`config.mk`:
```
export PLATFORM = sky130hd
export DESIGN_NAME = assoc_rcache
export DESIGN_NICKNAME = d
export VERILOG_FILES = /design/src/rtl/arc_pkg.sv /design/src/rtl/arc_tag_array.sv /design/src/rtl/arc_victim_sel.sv /design/src/rtl/arc_stats.sv /design/src/rtl/assoc_rcache.sv
export SDC_FILE = /design/constraint.sdc
export NUM_CORES = 1
export LEC_CHECK = 0
export BUFFER_PORTS_ARGS = -buffer_cell sky130_fd_sc_hd__buf_2
export CAP_MARGIN = 20
export CORE_ASPECT_RATIO = 1.2
export CORE_UTILIZATION = 45
export DETAILED_ROUTE_END_ITERATION = 10
export GPL_TIMING_DRIVEN = 0
export PLACE_DENSITY_LB_ADDON = 0.08
export SYNTH_ARGS = -nofsm -noshare
export SYNTH_HDL_FRONTEND = slang
export SYNTH_HIERARCHICAL = 1
export SYNTH_SLANG_ARGS = --single-unit
```
`constraint.sdc`:
```
create_clock -name clk -period 2.7 [get_ports clk]
set_clock_uncertainty 0.05 [all_clocks]
set_input_delay 0.54 -clock clk [delete_from_list [all_inputs] [get_ports clk]]
set_output_delay 0.54 -clock clk [all_outputs]
set_load 0.03 [all_outputs]
```
`src/rtl/arc_pkg.sv`:
```
package arc_pkg;
  typedef enum logic [1:0] {
    ST_IDLE   = 2'd0,
    ST_LOOKUP = 2'd1,
    ST_MREQ   = 2'd2,
    ST_MWAIT  = 2'd3
  } arc_state_e;
endpackage

```
`src/rtl/arc_tag_array.sv`:
```
module arc_tag_array #(
  parameter int NUM_FRAMES = 4,
  parameter int ADDR_W     = 8,
  parameter int DATA_W     = 8,
  parameter int IDX_W      = 2
) (
  input  logic                  clk,
  input  logic                  rst_n,
  input  logic [ADDR_W-1:0]     lk_addr,
  input  logic                  fill_en,
  input  logic [IDX_W-1:0]      fill_idx,
  input  logic [ADDR_W-1:0]     fill_addr,
  input  logic [DATA_W-1:0]     fill_data,
  output logic                  hit,
  output logic [DATA_W-1:0]     hit_data,
  output logic [NUM_FRAMES-1:0] valid_vec
);
  logic [NUM_FRAMES-1:0] valid_q;
  logic [NUM_FRAMES-1:0] valid_d;
  logic [NUM_FRAMES-1:0] match;
  logic [ADDR_W-1:0]     tag_q  [NUM_FRAMES];
  logic [DATA_W-1:0]     word_q [NUM_FRAMES];

  for (genvar g = 0; g < NUM_FRAMES; g++) begin : g_frame
    logic sel;
    assign sel      = fill_en && (fill_idx == IDX_W'(g));
    assign valid_d[g] = valid_q[g] | sel;
    assign match[g] = valid_q[g] && (tag_q[g] == lk_addr);

    always_ff @(posedge clk) begin
      if (sel) begin
        tag_q[g]  <= fill_addr;
        word_q[g] <= fill_data;
      end
    end
  end

  always_ff @(posedge clk or negedge rst_n) begin
    if (!rst_n) valid_q <= '0;
    else        valid_q <= valid_d;
  end

  always_comb begin
    hit_data = '0;
    for (int i = 0; i < NUM_FRAMES; i++) begin
      if (match[i]) hit_data = hit_data | word_q[i];
    end
  end

  assign hit       = |match;
  assign valid_vec = valid_q;

  // tags never duplicate, so the match vector is one-hot or empty
  a_r2_single_match: assert property (@(posedge clk) disable iff (!rst_n)
    $onehot0(match));

  // a filled frame is valid on the next cycle
  a_r3_fill_valid: assert property (@(posedge clk) disable iff (!rst_n)
    fill_en |=> valid_q[$past(fill_idx)]);
endmodule

```
`src/rtl/arc_victim_sel.sv`:
```
module arc_victim_sel #(
  parameter int                NUM_FRAMES = 4,
  parameter int                IDX_W      = 2,
  parameter int                LFSR_W     = 8,
  parameter logic [LFSR_W-1:0] LFSR_TAPS  = 8'hB8,
  parameter logic [LFSR_W-1:0] LFSR_SEED  = 8'h01
) (
  input  logic                  clk,
  input  logic                  rst_n,
  input  logic [NUM_FRAMES-1:0] valid_vec,
  output logic [IDX_W-1:0]      victim_idx
);
  logic [LFSR_W-1:0] lfsr_q;
  logic [LFSR_W-1:0] lfsr_d;
  logic [IDX_W-1:0]  free_idx;
  logic              any_free;

  always_comb begin
    lfsr_d = lfsr_q >> 1;
    if (lfsr_q[0]) lfsr_d = lfsr_d ^ LFSR_TAPS;
  end

  always_ff @(posedge clk or negedge rst_n) begin
    if (!rst_n) lfsr_q <= LFSR_SEED;
    else        lfsr_q <= lfsr_d;
  end

  always_comb begin
    free_idx = '0;
    any_free = 1'b0;
    for (int i = NUM_FRAMES - 1; i >= 0; i--) begin
      if (!valid_vec[i]) begin
        free_idx = IDX_W'(i);
        any_free = 1'b1;
      end
    end
  end

  assign victim_idx = any_free ? free_idx : lfsr_q[IDX_W-1:0];

  // an empty frame exists, so the victim must be empty
  a_r4_free_first: assert property (@(posedge clk) disable iff (!rst_n)
    (|(~valid_vec)) |-> !valid_vec[victim_idx]);

  // the LFSR never locks up at zero
  a_r5_lfsr_live: assert property (@(posedge clk) disable iff (!rst_n)
    lfsr_q != '0);
endmodule

```
`src/rtl/arc_stats.sv`:
```
module arc_stats #(
  parameter int CNT_W = 16
) (
  input  logic             clk,
  input  logic             rst_n,
  input  logic             inc_req,
  input  logic             inc_acc,
  input  logic             inc_hit,
  output logic [CNT_W-1:0] cnt_req,
  output logic [CNT_W-1:0] cnt_acc,
  output logic [CNT_W-1:0] cnt_hit
);
  logic [CNT_W-1:0] req_q, acc_q, hit_q;
  logic [CNT_W-1:0] req_d, acc_d, hit_d;
  logic [CNT_W-1:0] open_txn;

  always_comb begin
    req_d = req_q + CNT_W'(1);
    acc_d = acc_q + CNT_W'(1);
    hit_d = hit_q + CNT_W'(1);
  end

  always_ff @(posedge clk or negedge rst_n) begin
    if (!rst_n) begin
      req_q <= '0;
      acc_q <= '0;
      hit_q <= '0;
    end else begin
      if (inc_req) req_q <= req_d;
      if (inc_acc) acc_q <= acc_d;
      if (inc_hit) hit_q <= hit_d;
    end
  end

  assign cnt_req  = req_q;
  assign cnt_acc  = acc_q;
  assign cnt_hit  = hit_q;
  assign open_txn = req_q - acc_q - hit_q;

  // every request is either a hit or a memory read; at most one is open
  a_r8_count_balance: assert property (@(posedge clk) disable iff (!rst_n)
    open_txn <= CNT_W'(1));

  // a hit and a memory read never count on the same edge
  a_r7_exclusive: assert property (@(posedge clk) disable iff (!rst_n)
    !(inc_acc && inc_hit));
endmodule

```
`src/rtl/assoc_rcache.sv`:
```
module assoc_rcache #(
  parameter int NUM_FRAMES = 4,
  parameter int ADDR_W     = 8,
  parameter int DATA_W     = 8,
  parameter int CNT_W      = 16,
  parameter int LFSR_W     = 8
) (
  input  logic              clk,
  input  logic              rst_n,
  input  logic              req_valid,
  output logic              req_ready,
  input  logic [ADDR_W-1:0] req_addr,
  output logic              rsp_valid,
  output logic [DATA_W-1:0] rsp_data,
  output logic              mem_req_valid,
  input  logic              mem_req_ready,
  output logic [ADDR_W-1:0] mem_req_addr,
  input  logic              mem_rsp_valid,
  input  logic [DATA_W-1:0] mem_rsp_data,
  output logic [CNT_W-1:0]  cnt_requests,
  output logic [CNT_W-1:0]  cnt_accesses,
  output logic [CNT_W-1:0]  cnt_hits
);
  import arc_pkg::*;

  localparam int IDX_W = $clog2(NUM_FRAMES);

  arc_state_e              state_q, state_d;
  logic [ADDR_W-1:0]       addr_q;
  logic [IDX_W-1:0]        victim_q;
  logic                    rsp_valid_q;
  logic [DATA_W-1:0]       rsp_data_q, rsp_data_d;
  logic                    addr_en, victim_en, rsp_set, fill_en;
  logic                    inc_req, inc_acc, inc_hit;
  logic                    hit;
  logic [DATA_W-1:0]       hit_data;
  logic [NUM_FRAMES-1:0]   valid_vec;
  logic [IDX_W-1:0]        victim_idx;

  arc_tag_array #(
    .NUM_FRAMES(NUM_FRAMES), .ADDR_W(ADDR_W), .DATA_W(DATA_W), .IDX_W(IDX_W)
  ) u_tags (
    .clk(clk), .rst_n(rst_n), .lk_addr(addr_q),
    .fill_en(fill_en), .fill_idx(victim_q), .fill_addr(addr_q),
    .fill_data(mem_rsp_data), .hit(hit), .hit_data(hit_data),
    .valid_vec(valid_vec)
  );

  arc_victim_sel #(
    .NUM_FRAMES(NUM_FRAMES), .IDX_W(IDX_W), .LFSR_W(LFSR_W)
  ) u_victim (
    .clk(clk), .rst_n(rst_n), .valid_vec(valid_vec), .victim_idx(victim_idx)
  );

  arc_stats #(.CNT_W(CNT_W)) u_stats (
    .clk(clk), .rst_n(rst_n),
    .inc_req(inc_req), .inc_acc(inc_acc), .inc_hit(inc_hit),
    .cnt_req(cnt_requests), .cnt_acc(cnt_accesses), .cnt_hit(cnt_hits)
  );

  always_comb begin
    state_d       = state_q;
    req_ready     = 1'b0;
    mem_req_valid = 1'b0;
    addr_en       = 1'b0;
    victim_en     = 1'b0;
    rsp_set       = 1'b0;
    rsp_data_d    = rsp_data_q;
    fill_en       = 1'b0;
    inc_acc       = 1'b0;
    inc_hit       = 1'b0;
    unique case (state_q)
      ST_IDLE: begin
        req_ready = 1'b1;
        if (req_valid) begin
          addr_en = 1'b1;
          state_d = ST_LOOKUP;
        end
      end
      ST_LOOKUP: begin
        if (hit) begin
          rsp_set    = 1'b1;
          rsp_data_d = hit_data;
          inc_hit    = 1'b1;
          state_d    = ST_IDLE;
        end else begin
          victim_en = 1'b1;
          state_d   = ST_MREQ;
        end
      end
      ST_MREQ: begin
        mem_req_valid = 1'b1;
        if (mem_req_ready) begin
          inc_acc = 1'b1;
          state_d = ST_MWAIT;
        end
      end
      ST_MWAIT: begin
        if (mem_rsp_valid) begin
          fill_en    = 1'b1;
          rsp_set    = 1'b1;
          rsp_data_d = mem_rsp_data;
          state_d    = ST_IDLE;
        end
      end
      default: state_d = ST_IDLE;
    endcase
  end

  assign inc_req = req_valid && req_ready;

  always_ff @(posedge clk or negedge rst_n) begin
    if (!rst_n) begin
      state_q     <= ST_IDLE;
      rsp_valid_q <= 1'b0;
    end else begin
      state_q     <= state_d;
      rsp_valid_q <= rsp_set;
    end
  end

  always_ff @(posedge clk) begin
    if (addr_en)   addr_q     <= req_addr;
    if (victim_en) victim_q   <= victim_idx;
    if (rsp_set)   rsp_data_q <= rsp_data_d;
  end

  assign rsp_valid    = rsp_valid_q;
  assign rsp_data     = rsp_data_q;
  assign mem_req_addr = addr_q;

  // a pending memory read holds its request and address
  a_r9_mem_hold: assert property (@(posedge clk) disable iff (!rst_n)
    (mem_req_valid && !mem_req_ready) |=> (mem_req_valid && $stable(mem_req_addr)));

  // a response lasts exactly one cycle
  a_r10_rsp_pulse: assert property (@(posedge clk) disable iff (!rst_n)
    rsp_valid |=> !rsp_valid);

  // a hit lookup is followed by a response, not a memory read
  a_r2_hit_no_mem: assert property (@(posedge clk) disable iff (!rst_n)
    (state_q == ST_LOOKUP && hit) |=> (rsp_valid && !mem_req_valid));
endmodule

```
# After elaboration in Yosys (flattened, before gate mapping)

Memory sizes are Yosys's and may differ from the RTL's.
Cells that the tools add are included.

Reduce and logical (&&, ||, !) cells: 21
Mux-type cells: 61
Bitwise gates (word level): 8
Add/sub/neg operators: 3
Eq/ne operators: 14

Operator list:

| operator                                                         | number |
|---|---|
| 8-bit 2-to-1 mux                                                 | 13 |
| 16-bit by 1-bit adder with 16-bit output (second input constant) | 3 |
| 8-bit OR reduction                                               | 6 |
| 8-bit == test                                                    | 4 |
| 1-bit 2-to-1 mux                                                 | 30 |
| 2-bit 2-to-1 mux                                                 | 15 |
| 8-bit OR                                                         | 3 |
| 8-bit one-hot mux with 2 select lines                            | 1 |
| 1-bit logical AND                                                | 9 |
| 2-bit == test (second input constant)                            | 4 |
| 2-bit != test (second input constant)                            | 4 |
| 2-bit one-hot mux with 4 select lines                            | 1 |
| 2-bit by 1-bit == test with 1-bit output (second input constant) | 2 |
| 2-bit logical NOT                                                | 2 |
| 3-bit inverter with 4-bit output                                 | 1 |
| 1-bit OR                                                         | 4 |
| 4-bit AND reduction                                              | 1 |
| 4-bit OR reduction                                               | 1 |
| 3-bit AND reduction                                              | 1 |
| 1-bit one-hot mux with 2 select lines                            | 1 |
| 2-bit nonzero test                                               | 1 |

Memories: 2
RAM bits: 64
Register bits: 81
Input bits: 21
Output and inout bits: 67

Memory list:

| name          | words | bits a word | read ports | clocked after Yosys merged registers in | wr ports | RTL line            | text |
|---|---|---|---|---|---|---|---|
| u_tags.tag_q  | 4     | 8           | 4          | 0                                       | 1        | arc_tag_array.sv:21 | `logic [ADDR_W-1:0] tag_q [NUM_FRAMES];` |
| u_tags.word_q | 4     | 8           | 4          | 0                                       | 1        | arc_tag_array.sv:22 | `logic [DATA_W-1:0] word_q [NUM_FRAMES];` |

# Logic depth before layout (Yosys ltp)

Word-level depth: 11
Gate-level depth with buffers: 10
Mapped depth without buffers: 9

# By module

Netlist, hierarchy kept.

By module, submodules not included:

| module         | area an instance (µm²) | times used | cells each |
|---|---|---|---|
| arc_tag_array  | 2896.5                 | 1          | 191 |
| arc_stats      | 2090.8                 | 1          | 176 |
| assoc_rcache   | 874.6                  | 1          | 46 |
| arc_victim_sel | 261.5                  | 1          | 17 |

# Least setup slack after synthesis

Ideal clock, no wire load.

Path type: reg-to-reg
Start: register addr_q[6] (netlist: mem_req_addr[6])
End: register u_stats.hit_q[8] (netlist: u_stats/cnt_hit[8])
Arrival time: 2.799 ns
Period minus slack after synthesis: 2.930 ns
Setup slack: -0.230 ns
Stages on the path, launching flop included: 11
Path buffers: 1
Required time: 2.569 ns
Path through: edfxtp_1 xor2_1 nor4_2 nand4_2 o2111ai_1 and3b_1 and3_1 buf_2 and4_4 and3_1 xor2_1

Word-level cells in the longest chain between the ends: 5
Elaborated cells on any way between the ends: 11

RTL lines:

| item                   | RTL line            | text |
|---|---|---|
| from (decl)            | assoc_rcache.sv:29  | `logic [ADDR_W-1:0] addr_q;` |
| from (signal assigned) | assoc_rcache.sv:123 | `if (addr_en) addr_q <= req_addr;` |
| 8-bit == test          | arc_tag_array.sv:28 | `assign match[g] = valid_q[g] && (tag_q[g] == lk_addr);` |
| 1-bit logical AND      | arc_tag_array.sv:28 |  |
| 4-bit OR reduction (*) | arc_tag_array.sv:50 | `assign hit = \|match;` |
| via hit                | assoc_rcache.sv:35  | `logic hit;` |
| 1-bit 2-to-1 mux (*)   | assoc_rcache.sv:81  | `if (hit) begin` |
| 1-bit 2-to-1 mux (*)   | assoc_rcache.sv:72  | `unique case (state_q)` |
| via inc_hit            | assoc_rcache.sv:34  | `logic inc_req, inc_acc, inc_hit;` |
| to (signal assigned)   | arc_stats.sv:31     | `if (inc_hit) hit_q <= hit_d;` |
| to (decl)              | arc_stats.sv:13     | `logic [CNT_W-1:0] req_q, acc_q, hit_q;` |

Mark *: on every way through the listed nets, which the timed path passes. The rest lies on a longest branch.
A chain may end at the register's enable or synchronous reset.

# Worst setup path after layout

Start: register addr_q[2] (netlist: mem_req_addr[2])
End: register u_stats.hit_q[8] (netlist: u_stats/cnt_hit[8])

The elaborated chain is that of the path after synthesis.

==> metrics.cfg <==
[outcome]
run_status=complete, but fails checks
violations=setup timing

[global_routing]
grt_pass1_wl_um=20800
grt_max_degree=39
overflow=0
antenna_found_initial=0
grt.total_usage_pct=20.1
grt_pass1_vias=4011

[synth]
netlist-cell-type-count=43
syn_avg_cell_area_sq_um=14.2
synth_top_area_share_pct=40.2
synth_top_area_cell=edfxtp_1
synth_area_leaders=edfxtp_1, dfrtp_1, xor2_1
yosysSeqAreaShare_pct=66.0
synth_nets=454
yosysWarningCount=6
syn_area_sq_mm=0.00612
syn_inst=430
ys_ff_latch=145

[hold_path]
hold_path_class=in -> async

[layout]
layout-drive-gt1-share_pct=34.9
insertedDiodeCount=0
multi_input_area_sq_mm=0.00225
ff_latch_area_sq_mm=0.00404
mostFrequentLayoutCells=buf_2, edfxtp_1, dfrtp_1
final_cells=747
nFillCells=1074
postLayoutCellArea_sq_mm=0.00785
final_common_cell=buf_2
final_nets=590
fin_util_pct=59.3
area_delta_synth_final_pct=28.2

[timing]
final.setup.tns_ns=-0.205
slew_headroom_pct=38.2
finalCritPeriodShare_pct=104
hold_viol_final=0
setup_slack_ns=-0.0962
finalMaxSlewViolations=0
rsz0062_at_grt=yes
clock.fmax_mhz=358
worstMarginPinSlew_ns=0.927
hold_slack_ns=0.188
finalSetupViolCount=3
post-route-min-period_ns=2.80

[die]
start_util_pct=46.3
fp.dieW_um=108
fp.dieH_um=130
rows=46
die_area_sq_mm=0.0141
core_sq_mm=0.0132
boundaryPins=88

[cts]
cts-root-buf=clkbuf_16
cts_made_buffers=17
h-tree-depth=4
cts_max_path_buffers=2
clkLatencyLatePin_ns=0.42
cts.sinks=145
cts_tree=done
clkTransAtPathRegs_ns=0.06

[worst_setup_path]
critical-path-top-delay-family=simple AND/OR/NAND/NOR gates
critPathLaunchType=flop
r2r_slack_ns=-0.1
critPathMaxFanout=6
cp.arrival_ns=3.08
cp-end-kind=flop
max_stage_delay_ns=0.43
crit_cells=11
cp_num_buf_inv=2
r2r_cells=11
worstSetupPathType=reg -> reg
worstPathCellList=buf_6, xor2_2, nor4_4, nand4_1, o2111ai_4, and3b_2, and3_4, buf_6, and4_4, and3_4, xor2_1
r2r_start=mem_req_addr[2]$_DFFE_PP_
crit_slowest_cell=edfxtp_1
crit_required_ns=2.98
r2r-end=u_stats/cnt_hit[8]$_DFFE_PN0P_

[power_and_ir_drop]
p_per_area_mw_per_mm2=866
ir_drop_mv=0.494
p_leak_nw=3.46

[detailed_routing]
wl_um=13300
drcViolationCount=0
vias=3971
drt_first_pass_iters=5
ant_nets=0
wl_per_cell_um=17.8
drt_first_iter_violations=164
via_per_inst=5.32

[place]
hpwlAfterDp_um=8100
place_area_sq_mm=0.00683
gp_congestion=0.735
dp_cells=688
io_buffers=87

[run]
drv_cap=0

final cells by class:
class,count,area share [%]
multi-input cells,276,28.7
flip-flops and latches,145,51.5
clock inverters,8,0.909
repair buffers,117,8.77
inverters,5,0.239
well taps,168,2.68
plain buffers,4,0.430
clock buffers,24,6.82
sequential cells by signal, indices dropped and copies added (netlist names), named ones only:
| register | cells |
|---|---|
| victim_q | 2 |
| u_stats/cnt_acc | 16 |
| u_tags/tag_q | 32 |
| rsp_valid | 1 |
| u_stats/cnt_hit | 16 |
| state_q | 1 |
| rsp_data | 8 |
| u_tags/valid_vec | 4 |
| u_tags/word_q | 32 |
| mem_req_addr | 8 |
| u_victim/lfsr_q | 8 |
| u_stats/cnt_req | 16 |
through the flow:
| stage | power (mW) | worst slack (ns) |
|---|---|---|
| 6_report | 6.80 | -0.0962 |
| 5_1_grt | 7.10 | -0.167 |
| 4_1_cts | 6.82 | -0.0590 |
| 3_5_place_dp | 4.33 | -0.556 |
| 3_3_place_gp | 4.29 | -0.844 |
| 2_1_floorplan | 3.86 | -0.104 |
cells by family (layout without fill, tap and decap cells):
logic type / Yosys count / count (layout) / synth area share, %
flip-flops: 145 / 145 / 66.0
AO/OA/AOI/OAI: 12 / 12 / 1.61
XOR/XNOR: 80 / 80 / 11.4
buffers and inverters: 9 / 158 / 0.756
AND/OR/NAND/NOR: 168 / 168 / 16.8
multiplexers: 13 / 13 / 2.84
adder cells (fa/ha/maj): 3 / 3 / 0.613
power by group:
part	switching [mW]	internal (mW)	total [mW]
Clock	0.871	1.48	2.35
Combinational	0.953	0.578	1.53
Sequential	0.275	2.64	2.92
Total	2.10	4.70	6.80
worst max-delay path by stage:
stage / to / start
final: u_stats/cnt_hit[8]$_DFFE_PN0P_ / mem_req_addr[2]$_DFFE_PP_
after global routing: u_stats/cnt_hit[15]$_DFFE_PN0P_ / mem_req_addr[2]$_DFFE_PP_
after CTS: u_stats/cnt_hit[8]$_DFFE_PN0P_ / mem_req_addr[6]$_DFFE_PP_
after detailed placement: u_stats/cnt_hit[8]$_DFFE_PN0P_ / mem_req_addr[2]$_DFFE_PP_
after global placement: u_tags/tag_q[0][6]$_DFFE_PP_ / mem_rsp_valid
after floorplan: u_stats/cnt_hit[8]$_DFFE_PN0P_ / mem_req_addr[2]$_DFFE_PP_
cell usage after synthesis, drive strengths merged:
library cell	n
or3	1
and3b	2
mux2	11
and4	3
nand2	22
nor3b	2
inv	5
a31oi	1
nor3	7
nand3	28
clkbuf	1
buf	3
a21o	1
and2	4
o22ai	1
edfxtp	82
xor2	48
ha	3
mux2i	2
or2	4
nor2b	3
and3	35
nand4	33
nor2	16
dfstp	1
dfrtp	62
xnor2	32
nor4	6
nand2b	1
nand3b	1
o2111ai	9
metal layers:
metal / share of wire, % / up-vias / track usage (%)
met1: 41 / 1950 / 24.8
met3: 6.0 / 24 / 5.59
li1: - / 1868 / -
met2: 50 / 129 / 32.4
met4: 2.2 / 0 / 10.3
met5: 0 / - / 0
what timing repair did:
item | in CTS | in global routing
setup buffers | 21 | 6
endpoints found under the setup margin | 21 | 15
endpoints found under the hold margin | 0 | 0
hold buffers | 0 | 0
pin swaps | 11 | 5
resized for setup | 20 | 15
(Power assumes the default switching activity.)
